===== src/rtl/trace_mon_pkg.sv =====
package trace_mon_pkg;

    localparam int MSG_LEN = 16;
    localparam int BYTE_W  = 8;
    localparam int IDX_W   = $clog2(MSG_LEN);
    localparam int CRC_W   = 7;

    typedef logic [BYTE_W-1:0]               byte_t;
    typedef logic [MSG_LEN-1:0][BYTE_W-1:0]  msg_t;
    typedef logic [2:0]                      mode_t;

    localparam mode_t MD_GRAB16  = 3'b000;
    localparam mode_t MD_GRAB16F = 3'b001;
    localparam mode_t MD_GRAB1   = 3'b010;
    localparam mode_t MD_CHK16F  = 3'b011;
    localparam mode_t MD_CHK1    = 3'b100;

    localparam logic [CRC_W-1:0] CRC_POLY = 7'h09;

    typedef enum logic {SY_HUNT, SY_LOCK} sync_st_t;

    function automatic logic is_monitor(input mode_t m);
        return (m == MD_CHK16F) || (m == MD_CHK1);
    endfunction

    function automatic logic is_single(input mode_t m);
        return (m == MD_GRAB1) || (m == MD_CHK1);
    endfunction

    function automatic logic is_framed(input mode_t m);
        return (m == MD_GRAB16F) || (m == MD_CHK16F);
    endfunction

    function automatic logic is_active(input mode_t m);
        return m <= MD_CHK1;
    endfunction

    // Bit-serial CRC-7 over the whole message, MSB first, field bits of byte 0 zeroed.
    function automatic logic [CRC_W-1:0] crc7_msg(input msg_t m);
        logic [CRC_W-1:0] c;
        logic             fb;
        byte_t            b;
        c = '0;
        for (int i = 0; i < MSG_LEN; i++) begin
            b = (i == 0) ? {m[i][BYTE_W-1], {(BYTE_W-1){1'b0}}} : m[i];
            for (int k = BYTE_W-1; k >= 0; k--) begin
                fb = c[CRC_W-1] ^ b[k];
                c  = {c[CRC_W-2:0], 1'b0} ^ (fb ? CRC_POLY : '0);
            end
        end
        return c;
    endfunction

endpackage


===== src/rtl/tm_assembler.sv =====
module tm_assembler
    import trace_mon_pkg::*;
(
    input  logic  clk,
    input  logic  rst,
    input  logic  byte_vld,
    input  byte_t byte_in,
    input  mode_t mode,
    output logic  restart,
    output logic  seq_done,
    output msg_t  seq_msg
);

    mode_t            mode_q;
    logic [IDX_W-1:0] pos_q, pos_d, wr_idx;
    msg_t             buf_q;
    logic             take;

    assign restart = (mode != mode_q);

    always_comb begin
        take     = 1'b0;
        seq_done = 1'b0;
        wr_idx   = pos_q;
        pos_d    = pos_q;
        if (byte_vld && !restart && is_active(mode)) begin
            if (is_single(mode)) begin
                take     = 1'b1;
                wr_idx   = '0;
                seq_done = 1'b1;
            end else if (is_framed(mode)) begin
                if (byte_in[BYTE_W-1]) begin
                    take   = 1'b1;
                    wr_idx = '0;
                    pos_d  = IDX_W'(1);
                end else if (pos_q != '0) begin
                    take     = 1'b1;
                    pos_d    = pos_q + 1'b1;
                    seq_done = (pos_q == IDX_W'(MSG_LEN-1));
                end
            end else begin
                take     = 1'b1;
                pos_d    = pos_q + 1'b1;
                seq_done = (pos_q == IDX_W'(MSG_LEN-1));
            end
        end
    end

    // Completed message with the arriving byte merged in, so results land this edge.
    always_comb begin
        seq_msg = buf_q;
        if (take) seq_msg[wr_idx] = byte_in;
    end

    always_ff @(posedge clk) begin
        if (rst) begin
            mode_q <= MD_GRAB16;
            pos_q  <= '0;
            buf_q  <= '0;
        end else begin
            mode_q <= mode;
            pos_q  <= restart ? '0 : pos_d;
            if (take) buf_q <= seq_msg;
        end
    end

    AST_FRAME_MARKER: assert property (@(posedge clk) disable iff (rst)
        (seq_done && is_framed(mode)) |-> seq_msg[0][BYTE_W-1]);

endmodule


===== src/rtl/tm_sync.sv =====
module tm_sync
    import trace_mon_pkg::*;
#(
    parameter int THR_W = 4
) (
    input  logic             clk,
    input  logic             rst,
    input  mode_t            mode,
    input  logic [THR_W-1:0] thresh,
    input  logic             restart,
    input  logic             seq_done,
    input  msg_t             seq_msg,
    input  msg_t             exp_msg,
    output logic             tim,
    output logic             tim_chg,
    output msg_t             det_msg
);

    sync_st_t         st_q, st_d;
    logic [THR_W-1:0] cnt_q, cnt_d;
    msg_t             prev_q, prev_d, det_q, det_d;
    logic             prev_vld_q, prev_vld_d;
    logic             tim_q, tim_d;
    logic             same, bad, latch;
    logic [THR_W:0]   thr_eff, run_next;

    always_comb begin
        if (is_single(mode)) begin
            same = prev_vld_q && (seq_msg[0] == prev_q[0]);
            bad  = (seq_msg[0] != exp_msg[0]);
        end else begin
            same = prev_vld_q && (seq_msg == prev_q);
            bad  = (seq_msg != exp_msg) || (crc7_msg(seq_msg) != exp_msg[0][CRC_W-1:0]);
        end
        thr_eff  = (thresh == '0) ? (THR_W+1)'(1) : {1'b0, thresh};
        run_next = {1'b0, cnt_q} + (THR_W+1)'(1);
    end

    always_comb begin
        st_d       = st_q;
        cnt_d      = cnt_q;
        prev_d     = prev_q;
        prev_vld_d = prev_vld_q;
        tim_d      = tim_q;
        latch      = 1'b0;
        if (restart) begin
            prev_vld_d = 1'b0;
            st_d       = SY_HUNT;
            cnt_d      = '0;
        end else if (seq_done) begin
            prev_d     = seq_msg;
            prev_vld_d = 1'b1;
            if (!is_monitor(mode)) begin
                latch = same;
            end else if (st_q == SY_HUNT) begin
                if (same) begin
                    latch = 1'b1;
                    st_d  = SY_LOCK;
                    cnt_d = '0;
                    tim_d = 1'b0;
                end
            end else if (bad) begin
                if (run_next >= thr_eff) begin
                    tim_d      = 1'b1;
                    st_d       = SY_HUNT;
                    cnt_d      = '0;
                    prev_vld_d = 1'b0;
                end else begin
                    cnt_d = run_next[THR_W-1:0];
                end
            end else begin
                cnt_d = '0;
            end
        end
        if (!is_monitor(mode)) tim_d = 1'b0;
    end

    always_comb begin
        det_d = det_q;
        if (latch) begin
            if (is_single(mode)) det_d[0] = seq_msg[0];
            else                 det_d    = seq_msg;
        end
    end

    always_ff @(posedge clk) begin
        if (rst) begin
            st_q       <= SY_HUNT;
            cnt_q      <= '0;
            prev_q     <= '0;
            prev_vld_q <= 1'b0;
            tim_q      <= 1'b0;
            det_q      <= '0;
        end else begin
            st_q       <= st_d;
            cnt_q      <= cnt_d;
            prev_q     <= prev_d;
            prev_vld_q <= prev_vld_d;
            tim_q      <= tim_d;
            det_q      <= det_d;
        end
    end

    assign tim     = tim_q;
    assign tim_chg = (tim_d != tim_q);
    assign det_msg = det_q;

    AST_TIM_RISE_AT_SEQ: assert property (@(posedge clk) disable iff (rst)
        $rose(tim_q) |-> $past(seq_done));
    AST_TIM_FALL_CAUSE: assert property (@(posedge clk) disable iff (rst)
        $fell(tim_q) |-> ($past(seq_done) || !is_monitor($past(mode))));
    AST_TIM_OFF_CAPTURE: assert property (@(posedge clk) disable iff (rst)
        !is_monitor(mode) |=> !tim_q);
    AST_DET_HELD_LOCK: assert property (@(posedge clk) disable iff (rst)
        (st_q == SY_LOCK && is_monitor(mode) && !restart) |=> $stable(det_q));

endmodule


===== src/rtl/tm_regs.sv =====
module tm_regs
    import trace_mon_pkg::*;
#(
    parameter int ADDR_W = 6
) (
    input  logic              clk,
    input  logic              rst,
    input  logic              reg_wr,
    input  logic [ADDR_W-1:0] reg_addr,
    input  byte_t             reg_wdata,
    input  msg_t              det_msg,
    input  logic              tim,
    input  logic              tim_chg,
    input  logic              irq_mask,
    output msg_t              exp_msg,
    output byte_t             reg_rdata,
    output logic              delta,
    output logic              irq
);

    localparam int PAGE_W = ADDR_W - IDX_W;
    localparam logic [PAGE_W-1:0] PG_EXP  = PAGE_W'(0);
    localparam logic [PAGE_W-1:0] PG_DET  = PAGE_W'(1);
    localparam logic [PAGE_W-1:0] PG_STAT = PAGE_W'(2);

    logic [PAGE_W-1:0] page;
    logic [IDX_W-1:0]  idx;
    msg_t              exp_q;
    logic              delta_q;
    logic              clr_delta;

    assign page      = reg_addr[ADDR_W-1:IDX_W];
    assign idx       = reg_addr[IDX_W-1:0];
    assign clr_delta = reg_wr && (page == PG_STAT) && (idx == '0) && reg_wdata[1];

    always_ff @(posedge clk) begin
        if (rst) begin
            exp_q   <= '0;
            delta_q <= 1'b0;
        end else begin
            if (reg_wr && page == PG_EXP) exp_q[idx] <= reg_wdata;
            if (tim_chg)        delta_q <= 1'b1;
            else if (clr_delta) delta_q <= 1'b0;
        end
    end

    always_comb begin
        reg_rdata = '0;
        if (page == PG_EXP)                     reg_rdata = exp_q[idx];
        else if (page == PG_DET)                reg_rdata = det_msg[idx];
        else if (page == PG_STAT && idx == '0)  reg_rdata = {{(BYTE_W-2){1'b0}}, delta_q, tim};
    end

    assign exp_msg = exp_q;
    assign delta   = delta_q;
    assign irq     = delta_q & ~irq_mask;

    AST_DELTA_ON_CHANGE: assert property (@(posedge clk) disable iff (rst)
        (tim != $past(tim)) |-> delta_q);
    AST_DELTA_CLEAR: assert property (@(posedge clk) disable iff (rst)
        (clr_delta && !tim_chg) |=> !delta_q);

endmodule


===== src/rtl/trace_id_monitor.sv =====
module trace_id_monitor
    import trace_mon_pkg::*;
#(
    parameter int ADDR_W = 6,
    parameter int THR_W  = 4
) (
    input  logic              clk,
    input  logic              rst,
    input  logic              byte_vld,
    input  logic [7:0]        byte_in,
    input  logic [2:0]        mode,
    input  logic [THR_W-1:0]  mm_thresh,
    input  logic              ais_inhibit,
    input  logic              irq_mask,
    input  logic              reg_wr,
    input  logic [ADDR_W-1:0] reg_addr,
    input  logic [7:0]        reg_wdata,
    output logic [7:0]        reg_rdata,
    output logic              trace_mismatch,
    output logic              mismatch_delta,
    output logic              irq,
    output logic              ais_req
);

    logic restart, seq_done, tim, tim_chg;
    msg_t seq_msg, exp_msg, det_msg;

    tm_assembler u_asm (
        .clk      (clk),
        .rst      (rst),
        .byte_vld (byte_vld),
        .byte_in  (byte_in),
        .mode     (mode),
        .restart  (restart),
        .seq_done (seq_done),
        .seq_msg  (seq_msg)
    );

    tm_sync #(.THR_W(THR_W)) u_sync (
        .clk      (clk),
        .rst      (rst),
        .mode     (mode),
        .thresh   (mm_thresh),
        .restart  (restart),
        .seq_done (seq_done),
        .seq_msg  (seq_msg),
        .exp_msg  (exp_msg),
        .tim      (tim),
        .tim_chg  (tim_chg),
        .det_msg  (det_msg)
    );

    tm_regs #(.ADDR_W(ADDR_W)) u_regs (
        .clk       (clk),
        .rst       (rst),
        .reg_wr    (reg_wr),
        .reg_addr  (reg_addr),
        .reg_wdata (reg_wdata),
        .det_msg   (det_msg),
        .tim       (tim),
        .tim_chg   (tim_chg),
        .irq_mask  (irq_mask),
        .exp_msg   (exp_msg),
        .reg_rdata (reg_rdata),
        .delta     (mismatch_delta),
        .irq       (irq)
    );

    assign trace_mismatch = tim;
    assign ais_req        = tim & ~ais_inhibit;

    AST_AIS_FOLLOWS: assert property (@(posedge clk) disable iff (rst)
        ($rose(trace_mismatch) && !ais_inhibit) |-> ais_req);

endmodule


===== config.mk =====
export PLATFORM = sky130hd
export DESIGN_NAME = trace_id_monitor
export DESIGN_NICKNAME = d
export VERILOG_FILES = /design/src/rtl/trace_mon_pkg.sv /design/src/rtl/tm_assembler.sv /design/src/rtl/tm_sync.sv /design/src/rtl/tm_regs.sv /design/src/rtl/trace_id_monitor.sv
export SDC_FILE = /design/constraint.sdc
export NUM_CORES = 1
export LEC_CHECK = 0
export ABC_AREA = 1
export BUFFER_PORTS_ARGS = -buffer_cell sky130_fd_sc_hd__buf_2
export CAP_MARGIN = 15
export CORE_ASPECT_RATIO = 2
export CORE_MARGIN = 4
export CORE_UTILIZATION = 40
export DETAILED_ROUTE_END_ITERATION = 8
export GPL_TIMING_DRIVEN = 1
export PLACE_DENSITY = 0.59
export SYNTH_ARGS = -nofsm -noshare
export SYNTH_HDL_FRONTEND = slang
export SYNTH_SLANG_ARGS = --single-unit

===== constraint.sdc =====
create_clock -name clk -period 10.9 [get_ports clk]
set_clock_uncertainty 0.1 [all_clocks]
set_input_delay 1.09 -clock clk [delete_from_list [all_inputs] [get_ports clk]]
set_output_delay 1.09 -clock clk [all_outputs]
set_load 0.005 [all_outputs]

==> summary.md <==
| Metric | Value |
|---|---|
| Status | `completed` |
| Reg2reg path depth | `80` |
| GPL Wtd Cong | `1.03` |
| Input/output buffers | `46` |
| FF-to-FF End | `u_sync.cnt_q[2]$_SDFFE_PP0P_` |
| Total grt overflow | `0` |
| Vias per cell | `5.50` |
| Worst Tran Pin Value | `1.31 ns` |
| Syn Inst Count | `4545` |
| Die H | `405 um` |
| FF-to-FF setup slack | `1.21 ns` |
| Hold Slack | `0.352 ns` |
| Worst-case clock buffer depth | `3` |
| Critical path's top delay family | `simple AND/OR/NAND/NOR gates` |
| WS Path Type | `flip-flop to flip-flop` |
| Worst Path Required | `11.36 ns` |
| CP max stage delay | `0.73 ns` |
| Period utilization | `88.9%` |
| Fraction of registers with async set/reset | `0%` |
| Via Count | `31089` |
| CTS root buffer | `clkbuf_16` |
| Initial Util | `40.3%` |
| Critical Path Start | `u_asm.pos_q[0]$_SDFFE_PP0P_` |
| Area of the core | `78000 sq um` |
| Syn avg cell area | `6.92 sq um` |
| YS warnings | `0` |
| Pin count of the biggest net entering global routing | `124` |
| Critical Path End Type | `flip-flop` |
| Main synth FF type | `dfxtp_1` |
| H-tree levels | `2` |
| Max frequency | `103 MHz` |
| Synthesized flop and latch total | `527` |
| Clock Sinks | `527` |
| DRT Pass-1 Iters | `7` |
| Syn nets | `4587` |
| I/O pin cnt | `47` |
| Commonest non-fill, non-tap cell in the layout | `inv_1` |
| Die area | `83500 sq um` |
| Post-synth design cell area | `31500 sq um` |
| Worst Path Max Fanout | `16` |
| Cts hold-fix bufs | `0` |
| Final Net Count | `4619` |
| Startpoint Class | `flip-flop` |
| Levels on crit path | `80` |
| TNS Setup | `0 ns` |
| Post-CTS sizing | `0` |
| Cell taking the most area after synthesis | `dfxtp_1` |
| First-pass GRT wire length | `200000 um` |
| Final min period | `9.69 ns` |
| Row cnt | `145` |
| Worst-Skew Late Latency | `0.62 ns` |
| Final setup vio count | `0` |
| Reg area | `10600 sq um` |
| Initial antenna violation count | `1` |
| CP endpoint | `u_sync.cnt_q[2]$_SDFFE_PP0P_` |
| Num CTS Buffers | `50` |
| Unrepaired setup endpoints after global routing | `no` |
| # fillers | `8238` |
| Die Width | `206 um` |
| DRC viols | `0` |
| Share of layout cells above drive strength 1 | `18.1%` |
| TritonCTS clock tree | `built` |
| CP bufs+invs | `7` |
| Vias in the first global route | `29160` |
| Dpl hpwl | `107000 um` |
| Post-route ant nets | `0` |
| GRT Overall Usage | `32.9%` |
| Cell mode on critical path | `nand2_2` |
| Synth cell types | `62` |
| Tightest Hold Check Type | `flip-flop to flip-flop` |
| Sequential cell area fraction in the yosys report | `33.5%` |
| Max Slew Vio Count | `0` |
| EDFF count, synth | `0` |
| Final WL | `141000 um` |
| CTS clk-pin slew, worst paths | `0.07 ns` |
| Area Growth Syn to Fin | `10.9%` |
| Relative slew slack | `11.9%` |
| Critical-path top delay cell | `o21ai_1` |
| RR Startpoint | `u_asm.pos_q[0]$_SDFFE_PP0P_` |
| WL per Instance | `25.0 um` |
| Final Hold Fails | `0` |
| DRT iter0 DRCs | `2579` |
| Most frequent cells in the layout | `inv_1, nand2_1, dfxtp_1` |
| Worst Path Arrival | `10.15 ns` |
| Area of the multi-input gates | `17200 sq um` |
| Ranking of synthesized cells by area | `dfxtp_1, inv_1, nand2_1, o21ai_0, nand2_2` |
| Post-synth top area share | `33.5%` |
| Max-capacitance violation count | `0` |
| Setup bufs post-CTS | `0` |
[state kept, by name, summed over array words and instances (netlist names)]
name               cells
u_sync.prev_vld_q      1
u_sync.cnt_q           4
u_regs.exp_msg       128
u_asm.pos_q            4
u_asm.mode_q           3
u_sync.tim             1
u_sync.st_q            1
u_asm.buf_q          128
u_sync.prev_q        128
u_sync.det_msg       128
u_regs.delta           1
[area by class of cell]
type                    instances  share of cell area [%]
flip-flops and latches        527                    30.3
clock buffers                  68                    4.25
clock inverters                25                    1.06
repair buffers                160                    3.24
diodes                          2                  0.0144
inverters                     761                    8.28
well taps                    1029                    3.69
multi-input cells            3077                    49.2
[synthesized netlist by cell type, types with 43 or more instances]
cell	n
a21oi_1	307
clkbuf_1	137
dfxtp_1	527
inv_1	694
inv_2	48
nand2_1	686
nand2_2	301
nand2_4	89
nand3_1	247
nand3_2	68
nor2_1	319
o211ai_1	52
o21ai_0	441
o21ai_1	58
o22ai_1	107
xnor2_1	43
xor2_1	87
[kinds of logic (layout without fill, tap and decap cells)]
| family | Yosys count | count (layout) | share of synthesized area [%] |
|---|---|---|---|
| xor gates and xnor gates | 131 | 131 | 3.71 |
| adders and majority gates | 7 | 7 | 0.278 |
| other | 0 | 2 | 0 |
| buffers and inverters | 941 | 1014 | 12.0 |
| DFF | 527 | 527 | 33.5 |
| and+or+nand+nor | 1833 | 1833 | 30.5 |
| AOI/OAI and AO/OA | 1106 | 1106 | 19.9 |
[worst min-delay path by stage]
| stage | start | end | slack (ns) | cells past startpoint |
|---|---|---|---|---|
| 2_1_floorplan | u_sync.det_msg[0]$_SDFFE_PP0P_ | u_sync.det_msg[0]$_SDFFE_PP0P_ | 0.32 | 2 |
| 3_3_place_gp | u_sync.det_msg[59]$_SDFFE_PP0P_ | u_sync.det_msg[59]$_SDFFE_PP0P_ | 0.34 | 2 |
| 3_5_place_dp | u_sync.det_msg[59]$_SDFFE_PP0P_ | u_sync.det_msg[59]$_SDFFE_PP0P_ | 0.34 | 2 |
| 4_1_cts | u_sync.det_msg[59]$_SDFFE_PP0P_ | u_sync.det_msg[59]$_SDFFE_PP0P_ | 0.35 | 2 |
| 5_1_grt | u_sync.det_msg[102]$_SDFFE_PP0P_ | u_sync.det_msg[102]$_SDFFE_PP0P_ | 0.37 | 2 |
| 6_report | u_sync.det_msg[91]$_SDFFE_PP0P_ | u_sync.det_msg[91]$_SDFFE_PP0P_ | 0.35 | 2 |
[stage by stage]
step / utilization (%) / cells / area [sq um] / setup slack [ns]
after detailed placement: 42.3 / 5553 / 33000 / 0.753
after CTS: 44.7 / 5646 / 34900 / 1.36
final: 44.7 / 5649 / 34900 / 1.21
after global routing: 44.7 / 5647 / 34900 / 0.271
after global placement: 42.3 / 5553 / 33000 / 0.905
after floorplan: - / 4545 / 31500 / 2.86
[routing by layer]
metal	routed length [um]	vias up	GRT usage, %
met5	10	-	0
met4	19900	2	35.1
met3	8810	569	5.00
met2	65900	1297	54.7
met1	46400	14403	33.3
li1	-	14818	-
[tightest hold or removal path, cell delays in order (launching register included)]
cell     delay, ns
dfxtp_1       0.30
inv_1         0.06
a21oi_1       0.05
Power is left out: the tool's default activity adds up to more than one toggle a clock period on the data nets, which glitch-free logic cannot reach.
